<file path="config.mk">
export PLATFORM = sky130hd
export DESIGN_NAME = tmr_core
export DESIGN_NICKNAME = d
export VERILOG_FILES = /design/src/rtl/tmr_pkg.sv /design/src/rtl/tmr_presc.sv /design/src/rtl/tmr_cmp_ch.sv /design/src/rtl/tmr_core.sv
export SDC_FILE = /design/constraint.sdc
export NUM_CORES = 1
export LEC_CHECK = 0
export ABC_AREA = 1
export BUFFER_PORTS_ARGS = -buffer_cell sky130_fd_sc_hd__buf_2
export CORE_MARGIN = 2
export CORE_UTILIZATION = 57
export DETAILED_ROUTE_END_ITERATION = 7
export PLACE_DENSITY = 0.76
export REMOVE_ABC_BUFFERS = 1
export SKIP_LAST_GASP = 1
export SLEW_MARGIN = 20
export SYNTH_ARGS = -nofsm -noshare
export SYNTH_HDL_FRONTEND = slang
export SYNTH_SLANG_ARGS = --single-unit
</file>
<file path="constraint.sdc">
create_clock -name clk -period 3.5 [get_ports clk]
set_input_delay 0.525 -clock clk [delete_from_list [all_inputs] [get_ports clk]]
set_output_delay 0.525 -clock clk [all_outputs]
set_load 0.02 [all_outputs]
</file>
<file path="src/rtl/tmr_pkg.sv">
`timescale 1ns/1ps
package tmr_pkg;
  localparam int DW = 16;

  typedef enum logic [1:0] {
    MD_NORMAL  = 2'd0,
    MD_CTC     = 2'd1,
    MD_FAST    = 2'd2,
    MD_PWM_CAP = 2'd3
  } tmr_mode_e;

  typedef enum logic [1:0] {
    PA_OFF    = 2'd0,
    PA_TOGGLE = 2'd1,
    PA_CLEAR  = 2'd2,
    PA_SET    = 2'd3
  } pin_act_e;

  localparam logic [3:0] A_CTRL     = 4'd0;
  localparam logic [3:0] A_CHACT    = 4'd1;
  localparam logic [3:0] A_FLAGS    = 4'd2;
  localparam logic [3:0] A_CNT_L    = 4'd3;
  localparam logic [3:0] A_CNT_H    = 4'd4;
  localparam int         A_CMP_BASE = 5;
  localparam logic [3:0] A_CAP_L    = 4'd11;
  localparam logic [3:0] A_CAP_H    = 4'd12;

  function automatic logic [3:0] presc_shift(input logic [2:0] sel);
    case (sel)
      3'd1:    return 4'd0;
      3'd2:    return 4'd3;
      3'd3:    return 4'd6;
      3'd4:    return 4'd8;
      3'd5:    return 4'd10;
      3'd6:    return 4'd1;
      3'd7:    return 4'd2;
      default: return 4'd0;
    endcase
  endfunction
endpackage

</file>
<file path="src/rtl/tmr_presc.sv">
`timescale 1ns/1ps
module tmr_presc import tmr_pkg::*; #(
  parameter int PS_W = 10
) (
  input  logic       clk,
  input  logic       rst_n,
  input  logic       restart,
  input  logic [2:0] sel,
  output logic       tick
);
  logic [PS_W-1:0] div_q, div_d, mask;
  logic [PS_W:0]   pow;
  logic            run;

  assign run  = (sel != 3'd0);
  assign pow  = (PS_W+1)'(1) << presc_shift(sel);
  assign mask = PS_W'(pow - (PS_W+1)'(1));
  assign tick = run && ((div_q & mask) == mask);

  always_comb begin
    div_d = div_q;
    if (restart || !run) div_d = '0;
    else                 div_d = div_q + PS_W'(1);
  end

  always_ff @(posedge clk or negedge rst_n) begin
    if (!rst_n) div_q <= '0;
    else        div_q <= div_d;
  end
endmodule

</file>
<file path="src/rtl/tmr_cmp_ch.sv">
`timescale 1ns/1ps
module tmr_cmp_ch import tmr_pkg::*; #(
  parameter int CW = 16
) (
  input  logic          clk,
  input  logic          rst_n,
  input  logic          step,
  input  logic [CW-1:0] cnt,
  input  logic [CW-1:0] top,
  input  logic [CW-1:0] cmp,
  input  pin_act_e      act,
  output logic          hit,
  output logic          pin,
  output logic          oe
);
  logic pin_d;

  assign hit = step && (cmp != '0) && (cmp <= top) && (cnt == cmp);
  assign oe  = (act != PA_OFF);

  always_comb begin
    pin_d = pin;
    if (hit) begin
      case (act)
        PA_TOGGLE: pin_d = ~pin;
        PA_CLEAR:  pin_d = 1'b0;
        PA_SET:    pin_d = 1'b1;
        default:   pin_d = pin;
      endcase
    end
  end

  always_ff @(posedge clk or negedge rst_n) begin
    if (!rst_n) pin <= 1'b0;
    else        pin <= pin_d;
  end
endmodule

</file>
<file path="src/rtl/tmr_core.sv">
`timescale 1ns/1ps
module tmr_core import tmr_pkg::*; #(
  parameter int CNT_W = 16,
  parameter int N_CH  = 3,
  parameter int PS_W  = 10
) (
  input  logic          clk,
  input  logic          rst_n,
  input  logic [3:0]    bus_addr,
  input  logic          bus_wr,
  input  logic [7:0]    bus_wdata,
  output logic [7:0]    bus_rdata,
  output logic [N_CH:0] flags,
  output logic [N_CH-1:0] cmp_pin,
  output logic [N_CH-1:0] cmp_oe,
  output logic [15:0]   duty_a,
  output logic [15:0]   duty_b
);
  localparam logic [DW-1:0] MAX_TOP = DW'((32'd1 << CNT_W) - 32'd1);
  localparam bit HAS_HI = (CNT_W > 8);

  logic [5:0]          ctrl_q, ctrl_d;
  logic [2*N_CH-1:0]   chact_q, chact_d;
  logic [DW-1:0]       cnt_q, cnt_d, cap_q, cap_d, top_val;
  logic [N_CH:0]       flags_q, flags_d, flag_clr;
  logic [N_CH-1:0][DW-1:0] cmp_buf, cmp_act;
  logic [N_CH-1:0]     hit;
  logic                wr_ctrl, restart, presc_tick, step, wrap, cnt_wr, pwm_mode;
  tmr_mode_e           mode;

  assign mode     = tmr_mode_e'(ctrl_q[4:3]);
  assign pwm_mode = (mode == MD_FAST) || (mode == MD_PWM_CAP);
  assign wr_ctrl  = bus_wr && (bus_addr == A_CTRL);
  assign restart  = wr_ctrl && (bus_wdata[4:0] != ctrl_q[4:0]);
  assign cnt_wr   = bus_wr && ((bus_addr == A_CNT_L) || (HAS_HI && bus_addr == A_CNT_H));

  tmr_presc #(.PS_W(PS_W)) i_presc (
    .clk(clk), .rst_n(rst_n), .restart(restart), .sel(ctrl_q[2:0]), .tick(presc_tick)
  );

  assign step = presc_tick && !restart;

  always_comb begin
    case (mode)
      MD_CTC:     top_val = cmp_act[0];
      MD_PWM_CAP: top_val = cap_q;
      default:    top_val = MAX_TOP;
    endcase
  end

  assign wrap = step && (cnt_q >= top_val);

  always_comb begin
    ctrl_d  = wr_ctrl ? bus_wdata[5:0] : ctrl_q;
    chact_d = (bus_wr && bus_addr == A_CHACT) ? bus_wdata[2*N_CH-1:0] : chact_q;
    cap_d   = cap_q;
    if (bus_wr && bus_addr == A_CAP_L)           cap_d[7:0]  = bus_wdata;
    if (HAS_HI && bus_wr && bus_addr == A_CAP_H) cap_d[15:8] = bus_wdata;
    cnt_d = cnt_q;
    if (restart) begin
      cnt_d = '0;
    end else if (cnt_wr) begin
      if (bus_addr == A_CNT_L) cnt_d[7:0]  = bus_wdata;
      else                     cnt_d[15:8] = bus_wdata;
    end else if (step) begin
      cnt_d = wrap ? '0 : cnt_q + DW'(1);
    end
    flag_clr = (bus_wr && bus_addr == A_FLAGS) ? bus_wdata[N_CH:0] : '0;
    flags_d  = (flags_q & ~flag_clr) | {hit, wrap};
  end

  for (genvar i = 0; i < N_CH; i++) begin : g_ch
    localparam logic [3:0] A_LO = 4'(A_CMP_BASE + 2*i);
    localparam logic [3:0] A_HI = 4'(A_CMP_BASE + 2*i + 1);
    logic [DW-1:0] buf_q, buf_d, act_q, act_d;

    always_comb begin
      buf_d = buf_q;
      if (bus_wr && bus_addr == A_LO)           buf_d[7:0]  = bus_wdata;
      if (HAS_HI && bus_wr && bus_addr == A_HI) buf_d[15:8] = bus_wdata;
      act_d = (!pwm_mode || restart || wrap) ? buf_d : act_q;
    end

    always_ff @(posedge clk or negedge rst_n) begin
      if (!rst_n) begin
        buf_q <= '0;
        act_q <= '0;
      end else begin
        buf_q <= buf_d;
        act_q <= act_d;
      end
    end

    assign cmp_buf[i] = buf_q;
    assign cmp_act[i] = act_q;

    tmr_cmp_ch #(.CW(DW)) i_ch (
      .clk(clk), .rst_n(rst_n), .step(step), .cnt(cnt_q), .top(top_val),
      .cmp(act_q), .act(pin_act_e'(chact_q[2*i +: 2])),
      .hit(hit[i]), .pin(cmp_pin[i]), .oe(cmp_oe[i])
    );
  end

  always_ff @(posedge clk or negedge rst_n) begin
    if (!rst_n) begin
      ctrl_q  <= '0;
      chact_q <= '0;
      cap_q   <= '0;
      cnt_q   <= '0;
      flags_q <= '0;
    end else begin
      ctrl_q  <= ctrl_d;
      chact_q <= chact_d;
      cap_q   <= cap_d;
      cnt_q   <= cnt_d;
      flags_q <= flags_d;
    end
  end

  always_comb begin
    bus_rdata = '0;
    case (bus_addr)
      A_CTRL:  bus_rdata = {2'b00, ctrl_q};
      A_CHACT: bus_rdata = 8'(chact_q);
      A_FLAGS: bus_rdata = 8'(flags_q);
      A_CNT_L: bus_rdata = cnt_q[7:0];
      A_CNT_H: bus_rdata = cnt_q[15:8];
      A_CAP_L: bus_rdata = cap_q[7:0];
      A_CAP_H: bus_rdata = cap_q[15:8];
      default: bus_rdata = '0;
    endcase
    for (int i = 0; i < N_CH; i++) begin
      if (bus_addr == 4'(A_CMP_BASE + 2*i))     bus_rdata = cmp_buf[i][7:0];
      if (bus_addr == 4'(A_CMP_BASE + 2*i + 1)) bus_rdata = cmp_buf[i][15:8];
    end
  end

  assign flags  = flags_q;
  assign duty_a = cmp_act[0];
  if (N_CH > 1) begin : g_duty_b
    assign duty_b = cmp_act[1];
  end else begin : g_no_duty_b
    assign duty_b = '0;
  end
endmodule

</file>
# After elaboration in Yosys (flattened, before gate mapping)
# Cells that the tools add are included.
[word_totals]
register_bits = 157
out_inout_bits = 50
in_bits = 15
elab_cells = 145
[classes]
reduce_logical = 50
addsub = 3
bitwise = 7
shifts = 1
order_cmp = 4
eq_ne = 37
n_mux = 26
[ops]
columns = ["cell", "n"]
rows = [
  ["2-to-1 mux 8 bit", 14],
  ["2-to-1 mux 16 bit", 4],
  ["case mux 8 bit (7 select lines)", 1],
  ["equality test 16 bit", 3],
  ["<= comparator 16 bit", 3],
  ["nonzero test 16 bit", 3],
  ["case mux 16 bit (2 select lines)", 1],
  ["logical AND 1 bit", 25],
  ["case mux 4 bit (6 select lines)", 1],
  ["equality test 4 bit, second input constant", 5],
  ["adder 16 x 1 -> 16 bit, second input constant", 1],
  ["equality test 2 bit, second input constant", 8],
  ["equality test 4 x 3 -> 1 bit, second input constant", 4],
  [">= comparator 16 bit", 1],
  ["nonzero test 3 bit", 5],
  ["equality test 3 bit, second input constant", 4],
  ["adder 10 x 1 -> 10 bit, second input constant", 1],
  ["bitwise AND 10 bit", 1],
  ["equality test 10 bit", 1],
  ["2-to-1 mux 10 bit", 1],
  ["AND reduction 2 bit", 5],
  ["<< shifter 1 x 4 -> 10 bit, first input constant", 1],
  ["subtractor 10 x 1 -> 10 bit, second input constant", 1],
  ["case mux 1 bit (3 select lines)", 3],
  ["other kinds (16)", 31],
]

# Logic depth before layout (Yosys ltp)
[depth]
ltp_word = 13
depth_mapped = 18

# Cells and area by module
# A second synthesis with hierarchy kept.
[unflattened]
cells_unflattened = 1601
area_unflattened_um2 = 10785.3
[modules_own_cells]
columns = ["module", "n_inst", "seq_area_each_um2", "cells_per_inst", "area_each_um2"]
rows = [
  ["tmr_core", 1, 3603.5, 1008, 7564.8],
  ["tmr_cmp_ch", 3, 25.0, 165, 842.1],
  ["tmr_presc", 1, 250.2, 98, 694.4],
]

# Worst setup path before layout
# Ideal clock, no wire load.
[synth_path]
path_kind = "reg2reg"
from = "register ctrl_q[3]"
to = "register g_ch[0].act_q[5] (netlist: duty_a[5])"
n_path_buf = 3
arrival_time_ps = 2412
period_less_slack_ps = 2534
stages_incl_launch_ff = 17
required_ps = 3377
setup_slack_ps = 966
setup_ps = 123
path_cell_list = "dfrtp_1 -> inv_1 -> nor2_1 -> inv_1 -> buf_1 -> o22ai_1 -> ha_1 -> a21oi_1 -> o21ai_0 -> a21oi_1 -> nand3_1 -> nand2_4 -> nand2_4 -> buf_6 -> buf_12 -> nand2_2 -> o21ai_2"
[synth_between]
elab_chain_len = 6
elab_cells_between_ends = 14
classes_between = "order compare (1); eq/ne (4); mux (1); reduce/logical (8)"
[synth_rtl]
columns = ["item", "line_no", "rtl"]
rows = [
  ["start, declared", "tmr_core.sv:22", "logic [5:0] ctrl_q, ctrl_d;"],
  ["start signal, assigned", "tmr_core.sv:112", "ctrl_q <= ctrl_d;"],
  ["parallel branches: the longest is 5 deep, another holds >= comparator 16 bit", "-", ""],
  ["logical OR 1 bit *", "tmr_core.sv:81", "act_d = (!pwm_mode || restart || wrap) ? buf_d : act_q;"],
  ["end signal, assigned", "tmr_core.sv:90", "act_q <= act_d;"],
  ["end, declared", "tmr_core.sv:75", "logic [DW-1:0] buf_q, buf_d, act_q, act_d;"],
]
# Mark *: on every way between the ends.
# A chain may end at the register's enable or synchronous reset.

# Worst setup path after layout
[layout_path]
from = "register ctrl_q[3]"
to = "register g_ch[1].act_q[2] (netlist: duty_b[2])"
[layout_between]
elab_chain_len = 6
elab_cells_between_ends = 14
classes_between = "order compare (1); eq/ne (4); mux (1); reduce/logical (8)"
[layout_rtl]
columns = ["item", "line_no"]
rows = [
  ["parallel branches: the longest is 5 deep, another holds >= comparator 16 bit", "-"],
  ["logical OR 1 bit *", "tmr_core.sv:81"],
  ["end signal, assigned", "tmr_core.sv:90"],
  ["end, declared", "tmr_core.sv:75"],
]
# Marked as above.

==> metrics.md <==
| Metric | Value |
|---|---|
| Minimum clock period | 3.32 ns |
| Share of total power in the clock network | 22.4% |
| Detailed placement HPWL | 26.3 mm |
| Part of the Yosys area used for sequential elements | 38.8% |
| Proportion of power drawn by flip-flops and latches | 35.2% |
| Number of global-route vias before repair | 9098 |
| Setup Total Neg Slack | 0 ns |
| Clock tree from TritonCTS | built |
| Final count of pins violating max slew | 0 |
| Final Core Density | 65.1% |
| Worst-case clock buffer depth | 2 |
| Tightest Hold Check Type | primary input to asynchronous set/reset pin |
| Pin count of the biggest net entering global routing | 90 |
| NetSw | 0.00400 W |
| Placeable core region | 17300 um2 |
| Worst path required time | 3.85 ns |
| Count of cells resized by post-cts repair | 0 |
| Worst setup path category | register to register |
| Reg-to-reg critical path endpoint | duty_b[2]$_DFFE_PN0P_ |
| Slew Limit Headroom | 42.3% |
| Ports placed on the boundary | 65 |
| Final setup violation count | 0 |
| Most common library cell in the layout ignoring fill and taps | nand2_1 |
| Number of synthesized register bits | 157 |
| Reg clk slew, reported paths | 0.07 ns |
| Initial antenna violation count | 0 |
| Net switching share of the total power | 46.1% |
| Critical Path Fanout Max | 50 |
| Most frequent cells in the layout | nand2_1 (433), dfrtp_1 (157), o21ai_0 (135) |
| Element type at the critical path end | register |
| Fin nets | 1513 |
| Mean instance size in the synthesized netlist | 7.35 um2 |
| Count of unique library cells instantiated by Yosys | 39 |
| Die height | 137 um |
| Mapped Area | 10100 um2 |
| Number of input and output port buffers inserted | 64 |
| Max Used Layer | met4 |
| Detailed-route DRC error count | 0 |
| Gate power share | 42.4% |
| Number of standard cells after synthesis | 1377 |
| RePlAce Congestion | 1.04 |
| Transition at the pin with the smallest max-transition slack | 0.866 ns |
| Total length of routed wires | 35.1 mm |
| Warnings, synthesis | 0 |
| Iter 0 DRT Violations | 1326 |
| Worst Path Arrival | 3.68 ns |
| Global-route congestion overflow total | 0 |
| Number of diodes | 0 |
| Aggregate global-route resource usage | 38.5% |
| Hold Buf Count CTS | 0 |
| Met2 wire len | 15.5 mm |
| Post-route clock period utilization | 95.0% |
| Root buf cell | clkbuf_16 |
| Number of maximum-capacitance constraint violations | 0 |
| Total setup buffers inserted after CTS | 0 |
| Vias per cell | 6.03 |
| Placed cell area | 10600 um2 |
| Internal power | 0.00466 W |
| Sink count of the clock tree | 157 |
| Met3 wirelength from detailed routing | 3.84 mm |
| Reg2reg setup slack | 0.18 ns |
| Width of the die | 137 um |
| Number of antenna-violating nets in the routed design | 0 |
| Setup repair after global routing missed its margin | false |
| Initial core utilization | 58.5% |
| Area overhead of the layout relative to synthesis | 11.2% |
| Highest ir drop seen on vdd | 0.000607 V |
| Timing-limited maximum frequency | 0.301 GHz |
| Final hold violation count | 0 |
| Clk_lat worst skew | 0.44 ns |
| # rows | 48 |
| Power density relative to cell area | 770 nW/um2 |
| Routed WL per cell | 21.0 um |
| Run status | complete, no violations |
| Number of vias after detailed routing | 10100 |
| First-pass GRT wire length | 52.9 mm |
| Length of routed wiring on met1 | 14.1 mm |
| Fin area | 11300 um2 |
| Launching point of the worst reg2reg path | ctrl_q[3]$_DFFE_PN0P_ |
| First-pass DRT Iterations | 6 |
| Num CTS Buffers | 17 |
| Startpoint type of the worst setup path | register |
| Fin Clk Skew | 0.0106 ns |
| Fraction of final layout cells sized beyond drive strength 1 | 11.2% |
| Leakage power total | 5.78 nW |
| Worst-case reg-to-reg path depth | 14 |
| Number of H-tree levels | 4 |
| Area of the die | 18800 um2 |
-- power groups by stage --
stage	combinational (W)	clock (W)	sequential, W
2_1_floorplan	0.00232	0	0.00291
3_3_place_gp	0.00346	0	0.00304
3_5_place_dp	0.00356	0	0.00304
4_1_cts	0.00359	0.00194	0.00301
5_1_grt	0.00410	0.00201	0.00308
6_report	0.00367	0.00194	0.00305
-- state kept, by name, summed over array words and instances, names as in the netlist --
name and flops:
cap_q 16, chact_q 6, cnt_q 16, ctrl_q 6, duty_a 16, duty_b 16, flags 4, g_ch.act_q 16
g_ch.buf_q 48, g_ch.i_ch.pin 3, i_presc.div_q 10
-- area by class of cell --
| type | count | area [um2] |
|---|---|---|
| clock buffers | 18 | 429 |
| clock inverters | 14 | 174 |
| fillers | 1524 | 6040 |
| inverters | 126 | 473 |
| multi-input cells | 1042 | 5440 |
| flip-flops and latches | 157 | 3930 |
| well taps | 225 | 282 |
| repair buffers | 87 | 524 |
-- kinds of logic (layout without fill, tap and decap cells) --
| group | after synthesis | in the layout | share of synthesized area [%] |
|---|---|---|---|
| simple gates | 680 | 680 | 28.4 |
| flops | 157 | 157 | 38.8 |
| buf+inv | 178 | 245 | 7.36 |
| fa+ha+maj | 67 | 67 | 8.29 |
| xor+xnor | 37 | 37 | 3.20 |
| compound gates | 258 | 258 | 13.9 |
-- how the worst max path moves through the flow --
stage                           from                    end  slack, ns  cells past startpoint
2_1_floorplan            bus_addr[0]   cnt_q[0]$_DFFE_PN0P_       0.44                      9
3_3_place_gp   ctrl_q[3]$_DFFE_PN0P_  duty_b[0]$_DFFE_PN0P_       0.51                     13
3_5_place_dp   ctrl_q[3]$_DFFE_PN0P_  duty_b[2]$_DFFE_PN0P_       0.36                     14
4_1_cts        ctrl_q[3]$_DFFE_PN0P_  duty_b[4]$_DFFE_PN0P_       0.32                     14
5_1_grt        ctrl_q[3]$_DFFE_PN0P_  duty_b[4]$_DFFE_PN0P_       0.02                     14
6_report       ctrl_q[3]$_DFFE_PN0P_  duty_b[2]$_DFFE_PN0P_       0.18                     14
-- per-layer routing --
metal	global-route usage, %	up-vias
met5	0	-
met4	16.4	0
met3	9.49	121
met2	58.9	585
met1	52.3	4711
li1	-	4649
-- Yosys cell counts (all sizes together) --
master | instances | area share, %
nor3b | 2 | 0.15
nand3b | 1 | 0.074
nor4 | 3 | 0.19
nand4 | 40 | 2.5
nor2 | 104 | 4.3
o2bb2ai | 1 | 0.087
a21oi | 77 | 3.8
xor2 | 22 | 1.9
o221a | 1 | 0.11
clkinv | 2 | 0.074
o21a | 5 | 0.37
nand3 | 71 | 3.6
or2 | 1 | 0.062
o211ai | 3 | 0.22
inv | 124 | 4.6
xnor2 | 15 | 1.3
clkbuf | 26 | 0.96
nor3 | 12 | 0.59
nand2 | 446 | 17
dfrtp | 157 | 39
ha | 67 | 8.3
o21ai | 148 | 7.8
o22ai | 23 | 1.4
buf | 26 | 1.7
-- stage by stage --
| step | std cells | worst slack [ns] | hold slack, ns | total power, W |
|---|---|---|---|---|
| global route | 1669 | 0.0219 | 0.213 | 0.00920 |
| finish | 1669 | 0.175 | 0.156 | 0.00866 |
| CTS | 1669 | 0.321 | 0.198 | 0.00854 |
| detailed placement | 1637 | 0.358 | 0.494 | 0.00660 |
| floorplan | 1325 | 0.444 | 0.229 | 0.00523 |
| global placement | 1637 | 0.505 | 0.483 | 0.00651 |
-- critical path, stage by stage (launching register included) --
cell and delay, ns:
dfrtp_1 0.40, inv_1 0.10, nor2_1 0.06, inv_1 0.39, o22ai_1 0.30, ha_1 0.39
nand2_1 0.07, nor3_1 0.41, nand3_1 0.15, nand3_1 0.16, nand2_4 0.07, nand2_4 0.24
buf_12 0.27, nand2_1 0.09, o21ai_0 0.10
Power figures use the tool's default switching activity.
